`config.mk`:
```
export PLATFORM = sky130hd
export DESIGN_NAME = fold_post_accum
export DESIGN_NICKNAME = d
export VERILOG_FILES = /design/src/rtl/fpa_pkg.sv /design/src/rtl/fpa_csa.sv /design/src/rtl/fpa_merge.sv /design/src/rtl/fold_post_accum.sv
export SDC_FILE = /design/constraint.sdc
export NUM_CORES = 1
export LEC_CHECK = 0
export BUFFER_PORTS_ARGS = -buffer_cell sky130_fd_sc_hd__buf_2
export CAP_MARGIN = 20
export CORE_MARGIN = 4
export CORE_UTILIZATION = 64
export CTS_CLUSTER_DIAMETER = 120
export DETAILED_ROUTE_END_ITERATION = 16
export GPL_TIMING_DRIVEN = 0
export HOLD_SLACK_MARGIN = 0.15
export MAX_ROUTING_LAYER = met4
export PLACE_DENSITY = 0.95
export SKIP_CTS_REPAIR_TIMING = 1
export SKIP_LAST_GASP = 1
export SYNTH_ARGS = -nofsm -noshare
export SYNTH_HDL_FRONTEND = slang
export SYNTH_SLANG_ARGS = --single-unit
```
`constraint.sdc`:
```
create_clock -name clk_i -period 5.76 [get_ports clk_i]
set_input_delay 0.864 -clock clk_i [delete_from_list [all_inputs] [get_ports clk_i]]
set_output_delay 0.864 -clock clk_i [all_outputs]
set_load 0.02 [all_outputs]
```
`src/rtl/fpa_pkg.sv`:
```
package fpa_pkg;

    // Number of radix-4 digits in a DATA_W-bit sample.
    function automatic int digit_count(input int data_w);
        return data_w / 2;
    endfunction

    // Bits retained below the accumulator after all digit shifts.
    function automatic int low_width(input int data_w);
        return 2 * (data_w / 2 - 1);
    endfunction

endpackage

```
`src/rtl/fpa_csa.sv`:
```
module fpa_csa #(
    parameter int WIDTH = 16
) (
    input  logic [WIDTH-1:0] a_i,
    input  logic [WIDTH-1:0] b_i,
    input  logic [WIDTH-1:0] c_i,
    input  logic             cin_i,
    output logic [WIDTH-1:0] sum_o,
    output logic [WIDTH-1:0] carry_o
);
    logic [WIDTH-2:0] maj;

    // One full-adder cell per bit; the carry vector is shifted up by one
    // and its freed LSB carries the injected bit.
    for (genvar b = 0; b < WIDTH; b++) begin : g_cell
        assign sum_o[b] = a_i[b] ^ b_i[b] ^ c_i[b];
        if (b < WIDTH - 1) begin : g_maj
            assign maj[b] = (a_i[b] & b_i[b]) | (a_i[b] & c_i[b]) | (b_i[b] & c_i[b]);
        end
    end

    assign carry_o = {maj, cin_i};
endmodule

```
`src/rtl/fpa_merge.sv`:
```
module fpa_merge #(
    parameter int WIDTH = 24
) (
    input  logic [WIDTH-1:0] a_i,
    input  logic [WIDTH-1:0] b_i,
    output logic [WIDTH-1:0] sum_o
);
    assign sum_o = a_i + b_i;
endmodule

```
`src/rtl/fold_post_accum.sv`:
```
module fold_post_accum #(
    parameter int TAPS   = 16,
    parameter int FOLD   = 2,
    parameter int DATA_W = 10,
    parameter int COEF_W = 10,
    parameter int TREE_W = COEF_W + 1 + $clog2(TAPS / FOLD),
    parameter int OUT_W  = COEF_W + DATA_W + $clog2(TAPS)
) (
    input  logic              clk_i,
    input  logic              rst_ni,
    input  logic              start_i,
    input  logic              step_i,
    input  logic [TREE_W-1:0] tsum_i,
    input  logic [TREE_W-1:0] tcarry_i,
    input  logic              cin_a_i,
    input  logic              cin_b_i,
    input  logic [OUT_W-1:0]  corr_i,
    output logic [OUT_W-1:0]  y_o,
    output logic              valid_o
);
    import fpa_pkg::*;

    localparam int DIG   = digit_count(DATA_W);
    localparam int FRAME = FOLD * DIG;
    localparam int LOW_W = low_width(DATA_W);
    localparam int HI_W  = OUT_W - LOW_W;
    localparam int CNT_W = $clog2(FRAME + 1);

    typedef struct packed {
        logic             run;
        logic             done;
        logic [CNT_W-1:0] cnt;
        logic [OUT_W-1:0] s;
        logic [OUT_W-1:0] c;
        logic [LOW_W-1:0] lo_s;
        logic [LOW_W-1:0] lo_c;
        logic             valid;
        logic [OUT_W-1:0] y;
    } state_t;

    state_t st_d, st_q;

    // Feedback path: x1 or x1/4 (arithmetic), or correction + zero at start.
    logic signed [OUT_W-1:0] s_quarter, c_quarter;
    logic [OUT_W-1:0] fb_s, fb_c;
    logic [OUT_W-1:0] ext_sum, ext_carry;
    logic [OUT_W-1:0] s1, k1, s2, k2;
    logic [OUT_W-1:0] merged;

    assign s_quarter = $signed(st_q.s) >>> 2;
    assign c_quarter = $signed(st_q.c) >>> 2;
    assign fb_s = start_i ? corr_i : (step_i ? s_quarter : st_q.s);
    assign fb_c = start_i ? '0     : (step_i ? c_quarter : st_q.c);
    assign ext_sum   = OUT_W'(tsum_i);
    assign ext_carry = OUT_W'(tcarry_i);

    fpa_csa #(.WIDTH(OUT_W)) u_csa_a (
        .a_i(fb_s), .b_i(fb_c), .c_i(ext_sum), .cin_i(cin_a_i),
        .sum_o(s1), .carry_o(k1)
    );

    fpa_csa #(.WIDTH(OUT_W)) u_csa_b (
        .a_i(s1), .b_i(k1), .c_i(ext_carry), .cin_i(cin_b_i),
        .sum_o(s2), .carry_o(k2)
    );

    fpa_merge #(.WIDTH(OUT_W)) u_merge (
        .a_i({st_q.s[HI_W-1:0], st_q.lo_s}),
        .b_i({st_q.c[HI_W-1:0], st_q.lo_c}),
        .sum_o(merged)
    );

    always_comb begin
        st_d       = st_q;
        st_d.done  = 1'b0;
        st_d.valid = 1'b0;
        if (start_i) begin
            st_d.run  = (FRAME > 1);
            st_d.done = (FRAME == 1);
            st_d.cnt  = CNT_W'(1);
            st_d.s    = s2;
            st_d.c    = k2;
            st_d.lo_s = '0;
            st_d.lo_c = '0;
        end else if (st_q.run) begin
            st_d.s   = s2;
            st_d.c   = k2;
            st_d.cnt = st_q.cnt + CNT_W'(1);
            if (step_i) begin
                st_d.lo_s = {st_q.s[1:0], st_q.lo_s[LOW_W-1:2]};
                st_d.lo_c = {st_q.c[1:0], st_q.lo_c[LOW_W-1:2]};
            end
            if (st_q.cnt == CNT_W'(FRAME - 1)) begin
                st_d.run  = 1'b0;
                st_d.done = 1'b1;
            end
        end
        if (st_q.done) begin
            st_d.y     = merged;
            st_d.valid = 1'b1;
        end
    end

    always_ff @(posedge clk_i) begin
        if (!rst_ni) st_q <= '0;
        else         st_q <= st_d;
    end

    assign y_o     = st_q.y;
    assign valid_o = st_q.valid;

    // the output strobe never lasts two cycles
    p_single_pulse_r3: assert property (@(posedge clk_i) disable iff (!rst_ni)
        valid_o |=> !valid_o);

    // frame counter never runs past the frame length
    p_cnt_bound_r3: assert property (@(posedge clk_i) disable iff (!rst_ni)
        st_q.cnt <= CNT_W'(FRAME));

    // a start always opens a fresh frame, never an immediate finish
    p_start_no_done_r7: assert property (@(posedge clk_i) disable iff (!rst_ni)
        start_i |=> (!st_q.done && st_q.run));

    // idle cycles leave the redundant accumulator untouched
    p_idle_hold_r8: assert property (@(posedge clk_i) disable iff (!rst_ni)
        (!st_q.run && !start_i) |=> ($stable(st_q.s) && $stable(st_q.c)));

    // bits dropped by the x1/4 feedback land in the low-order registers
    p_low_keep_r9: assert property (@(posedge clk_i) disable iff (!rst_ni)
        (st_q.run && !start_i && step_i) |=>
            (st_q.lo_s[LOW_W-1:LOW_W-2] == $past(st_q.s[1:0]) &&
             st_q.lo_c[LOW_W-1:LOW_W-2] == $past(st_q.c[1:0])));
endmodule

```
==> results of run 1 <==
-- sequential cells by signal, summed over array words and instances, names as in the netlist --
signal and flops:
valid_o 1, y_o 24, st_q 26, s_quarter 22
c_quarter 22
-- final cells by class --
cell class | instances | area, um^2 | share of cell area (%)
clock buffers | 9 | 124 | 1.69
multi-input cells | 603 | 4100 | 55.8
flip-flops and latches | 95 | 1900 | 25.9
clock inverters | 7 | 72.6 | 0.989
well taps | 133 | 166 | 2.27
inverters | 57 | 214 | 2.92
repair buffers | 82 | 410 | 5.60
plain buffers | 68 | 350 | 4.78
-- layer usage --
metal  wire length [um]  up-vias
met3               1440       76
li1                   -     2942
met1               6740     2886
met2               8340      331
met4                624        0
met5                  0        -
-- through the flow --
| stage | area, um^2 | instances |
|---|---|---|
| final | 7330 | 1054 |
| after global routing | 7330 | 1054 |
| after CTS | 7330 | 1054 |
| after detailed placement | 7140 | 1038 |
| after global placement | 7140 | 1038 |
| after floorplan | 6560 | 823 |
-- synthesized netlist by cell type (2+ instances only) --
master	number	area (um^2)
a211o_1	3	26.3
a211oi_1	11	82.6
a211oi_2	2	25.0
a21o_1	10	75.1
a21o_2	2	17.5
a21oi_1	101	505
a21oi_2	2	17.5
a31oi_1	5	31.3
and2_1	2	12.5
and3_1	2	12.5
buf_1	7	26.3
buf_2	4	20.0
buf_4	24	180
clkbuf_1	33	124
dfxtp_1	95	1900
fa_1	29	581
ha_1	43	538
inv_1	57	214
mux2i_1	52	521
nand2_1	152	571
nand2b_1	4	25.0
nand3_1	15	75.1
nand3b_1	4	30.0
nand4_1	5	31.3
nor2_1	61	229
nor3_1	8	40.0
o2111ai_1	3	26.3
o211ai_1	7	52.6
o21a_1	2	15.0
o21ai_0	19	95.1
o21ai_1	2	10.0
o21bai_1	4	30.0
o22ai_1	2	12.5
o311ai_0	2	17.5
or2_2	18	113
or3_1	2	12.5
xnor2_1	7	61.3
xor2_1	8	70.1
-- critical path, delay by kind of cell --
family | cells | cell delay [ps]
buffers and inverters | 4 | 1110
adders and majority gates | 2 | 890
AOI/OAI and AO/OA | 2 | 320
muxes | 1 | 240
and+or+nand+nor | 2 | 150
-- logic make-up after synthesis --
kind of cell	after synthesis	synth area share, %
AND/OR/NAND/NOR	276	17.9
AO/OA/AOI/OAI	187	17.4
buffers and inverters	125	8.60
flip-flops	95	29.0
adder cells (fa/ha/maj)	72	17.0
multiplexers	53	8.10
XOR/XNOR	15	2.00
-- placed cells by master (no fill, tap or decap), types with 5 or more instances in the layout --
cell type / instances
nand2_1: 152
nand3_1: 15
clkbuf_8: 9
dfxtp_1: 95
nor3_1: 8
mux2i_1: 52
buf_2: 86
inv_1: 57
nand4_1: 5
ha_1: 43
o21ai_0: 19
clkbuf_1: 33
o211ai_1: 7
buf_4: 24
a31oi_1: 5
buf_1: 7
xnor2_1: 7
xor2_1: 8
a211oi_1: 11
a21o_1: 10
a21oi_1: 101
nor2_1: 61
or2_2: 18
fa_1: 29
-- where the power goes --
part / switching, mW / internal [mW] / leakage, nW
sequential: 0.0469 / 0.694 / 0.773
combinational: 0.267 / 0.168 / 2.53
clock: 0.282 / 0.171 / 0.0970
-- worst max path at each step --
stage | slack, ps | end | startpoint
6_report | 2450 | s_quarter[1] | step_i
3_3_place_gp | 2170 | s_quarter[8] | step_i
3_5_place_dp | 2070 | s_quarter[8] | step_i
4_1_cts | 2490 | s_quarter[1] | step_i
2_1_floorplan | 2620 | s_quarter[0] | step_i
5_1_grt | 2250 | s_quarter[1] | step_i
==> flow_summary.toml, run 1 <==
[outcome]
outcome = "complete, no violations"

[global_route]
grt.total_usage_pct = 31.1
grt.met1_usage_pct = 37.3
grt_max_degree = 20
grt_pass1_vias = 6085
grt_overflow = 0
met3_usage_pct = 6.10
busiest_layer = "met2"
met2_usage_pct = 50.8
grt_pass1_wl_mm = 28.3
antenna_found_initial = 0

[clock_tree]
cts_max_path_buffers = 2
h-tree-depth = 3
clk_pin_slew_worst_paths_ps = 110
root_buffer = "clkbuf_8"
numCtsBuffers = 9
cts.sinks = 95
clock_latency_ps = 390
cts_tree = "done"

[floorplan]
ioPinCount = 83
start_util_pct = 66.5
die_w_um = 109
core_um2 = 9860
die_area_um2 = 11900
die-height_um = 109
fp-row-count = 36

[sta]
hold_viol = 0
worst_slack_ps = 2450
finClkSkew_ps = 15.0
max_freq_ghz = 0.302
finalSetupViolations = 0
slew_headroom_pct = 46.8
drv_slew = 0
holdWs_ps = 467
fin_setup_tns_ps = 0
min_period_ps = 3310
rsz0062_at_grt = "no"
tightest_slew_ps = 798
finalCritPeriodShare_pct = 57.5

[min_path]
min_from = "st_q[25]"
hold_path.class = "register to register"
whs_path_depth = 2
min_delay_worst_endpoint = "st_q[25]"

[route]
drt_first_pass_iters = 6
finalWirelength_mm = 17.2
vias = 6235
drtIter0Drc = 569
drtAntennaViolNets = 0
drc = 0
wl_per_cell_um = 16.3
viasPerCell = 5.92

[setup_path]
ff2ff_path_depth = 9
critPathSlowestCell = "buf_1"
cp.arrival_ps = 3580
r2r_start = "st_q[25]"
crit_chain = "buf_2 -> buf_1 -> buf_2 -> mux2i_1 -> nor2_1 -> a21oi_1 -> fa_1 -> inv_1 -> fa_1 -> nand2_1 -> a21oi_1"
reg2reg_slack_ps = 3260
worst_setup_path_end_kind = "register"
worstSetupPathType = "input port to register"
crit_path_start_kind = "input port"
cp_max_fo = 10
r2r-end = "y_o[20]"
critical-path-max-stage-delay_ps = 480
crit_required_ps = 6030

[power_and_ir_drop]
p_leak_nw = 3.40
power_density_nw_per_um2 = 222
power_mw = 1.63
ir_worst_vdd_uv = 115

[synth]
yosys_warnings = 0
syn_area_um2 = 6560
synthFlopType = "dfxtp_1"
ys_ff_latch = 95
ys_types = 52
synth_cells = 823
synth_edf_count = 0
synth_nets = 953
yosysSeqAreaShare_pct = 29.0
synth_async_sr_flop_share_pct = 0
syn_area_per_cell_um2 = 7.97

[layout]
fill_cells = 724
area_delta_synth_final_pct = 11.8
finalNetCount = 1046
fin_util_pct = 74.4
drive_gt1_share_pct = 16.8
diodes = 0

[flow_run]
cap_violations = 0

[placed_design]
dp_hpwl_mm = 12.9
port_buffers = 82
place_congestion = 0.934
post-place-ws_ps = 2070
No activity file was read; power rests on OpenSTA's default activity.
==> run 2, diff against run 1 <==
- CORE_UTILIZATION: 64 -> 53
- PLACE_DENSITY: 0.95 -> 0.87
- clock period: 5.76 -> 2.9 ns (I/O delays scaled with it)
==> run 2 against run 1 <==
Wire length is 2.2% lower. Final area increased by 2.0%. Sequential cell count is the same. Worst setup slack got worse by 2200 ps. Sequential share of layout area is 0.50 points lower. Critical endpoint unchanged. Critical path type unchanged.
==> flow_summary.toml, run 2 (synthesis gave the netlist of run 1 again) <==
[outcome]
outcome = "complete, no violations"

[setup_path]
cp_max_fo = 10
crit_path_start_kind = "input port"
critPathTopFamily = "buffers and inverters"
crit_chain = "buf_2 -> clkbuf_2 -> buf_2 -> mux2i_1 -> nor2_1 -> a21oi_1 -> fa_1 -> inv_1 -> fa_1 -> nand2_1 -> a21oi_1"
critPathSlowestCell = "fa_1"
crit_buf_inv = 4
critical-path-max-stage-delay_ps = 440
cp.arrival_ps = 2880
worstSetupPathType = "input port to register"
crit_required_ps = 3140
worst_setup_path_end_kind = "register"

[floorplan]
fp-row-count = 40
start_util_pct = 54.4
ioPinCount = 83
die-height_um = 119
die_w_um = 119
die_area_um2 = 14200
core_um2 = 12100

[layout]
top_register = "st_q"
final_area_um2 = 7480
finalNetCount = 1046
instances_no_fill = 1089
layout_commonest_cell = "nand2_1"
multi_input_area_um2 = 4100
area_delta_synth_final_pct = 14.0
area.sequential_um2 = 1900
largest_reg_flops = 26
drive_gt1_share_pct = 16.9
diodes = 0
fin_util_pct = 62.0
most-common-layout-cells = "nand2_1, a21oi_1, dfxtp_1"
fill_cells = 1017

[placed_design]
place_congestion = 0.922
dp_hpwl_mm = 12.6
dp_cells = 1073
port_buffers = 82
post-place-ws_ps = -322
place_area_um2 = 7180

[route]
drtAntennaViolNets = 0
viasPerCell = 5.55
finalWirelength_mm = 16.8
wl_per_cell_um = 15.4
drtIter0Drc = 578
drt_first_pass_iters = 5
vias = 6042
drc = 0

[sta]
max_freq_ghz = 0.378
hold_viol = 0
tightest_slew_ps = 750
min_period_ps = 2640
drv_slew = 0
holdWs_ps = 343
fin_setup_tns_ps = 0
slew_headroom_pct = 50.0
worst_slack_ps = 256
finalSetupViolations = 0
finClkSkew_ps = 9.25
rsz0062_at_grt = "no"
finalCritPeriodShare_pct = 91.2

[global_route]
grt.total_usage_pct = 24.7
grt_pass1_vias = 5713
grt_pass1_wl_mm = 27.7
antenna_found_initial = 0
grt_overflow = 0
grt_max_degree = 20

[clock_tree]
numCtsBuffers = 9
cts_max_path_buffers = 2
cts.sinks = 95
root_buffer = "clkbuf_16"
cts_tree = "done"
h-tree-depth = 3
clk_pin_slew_worst_paths_ps = 80
clock_latency_ps = 360

[power_and_ir_drop]
power_density_nw_per_um2 = 475
p_leak_nw = 3.45
ir_worst_vdd_uv = 605
power_mw = 3.55

[min_path]
hold_path.class = "input port to register"

[flow_run]
cap_violations = 0
## run 2: final cells by class
cell class | count | share of cell area [%]
Multi-Input combinational cell | 603 | 54.8
Clock buffer | 9 | 3.01
Inverter | 57 | 2.86
Tap cell | 168 | 2.81
Timing Repair Buffer | 82 | 5.49
Clock inverter | 7 | 0.953
Sequential cell | 95 | 25.4
Buffer | 68 | 4.70
## run 2: report_power, final
group	switching, mW	total (mW)	internal [mW]
registers	0.0941	1.47	1.38
clock network	0.611	1.23	0.615
logic	0.521	0.852	0.331
total	1.23	3.55	2.32
## run 2: worst min-delay path, delay by kind of cell
kind	cells	cell delay (ps)
buffers and inverters	1	110
AOI/OAI and AO/OA	1	60
and+or+nand+nor	1	50
## run 2: per-layer routing
metal | GRT usage [%] | routed length, um | up-vias
li1 | - | - | 2945
met1 | 31.2 | 7170 | 2789
met2 | 39.5 | 8050 | 271
met3 | 4.42 | 1180 | 37
met4 | 9.05 | 381 | 0
met5 | - | 0 | -
## run 2: final timing paths
path,from,to,slack [ps],depth (start not counted)
max,step_i,s_quarter[1],260,11
min,cin_b_i,st_q[41],340,3
max reg2reg,st_q[25],y_o[20],360,9
min reg2reg,y_o[17],y_o[17],460,2
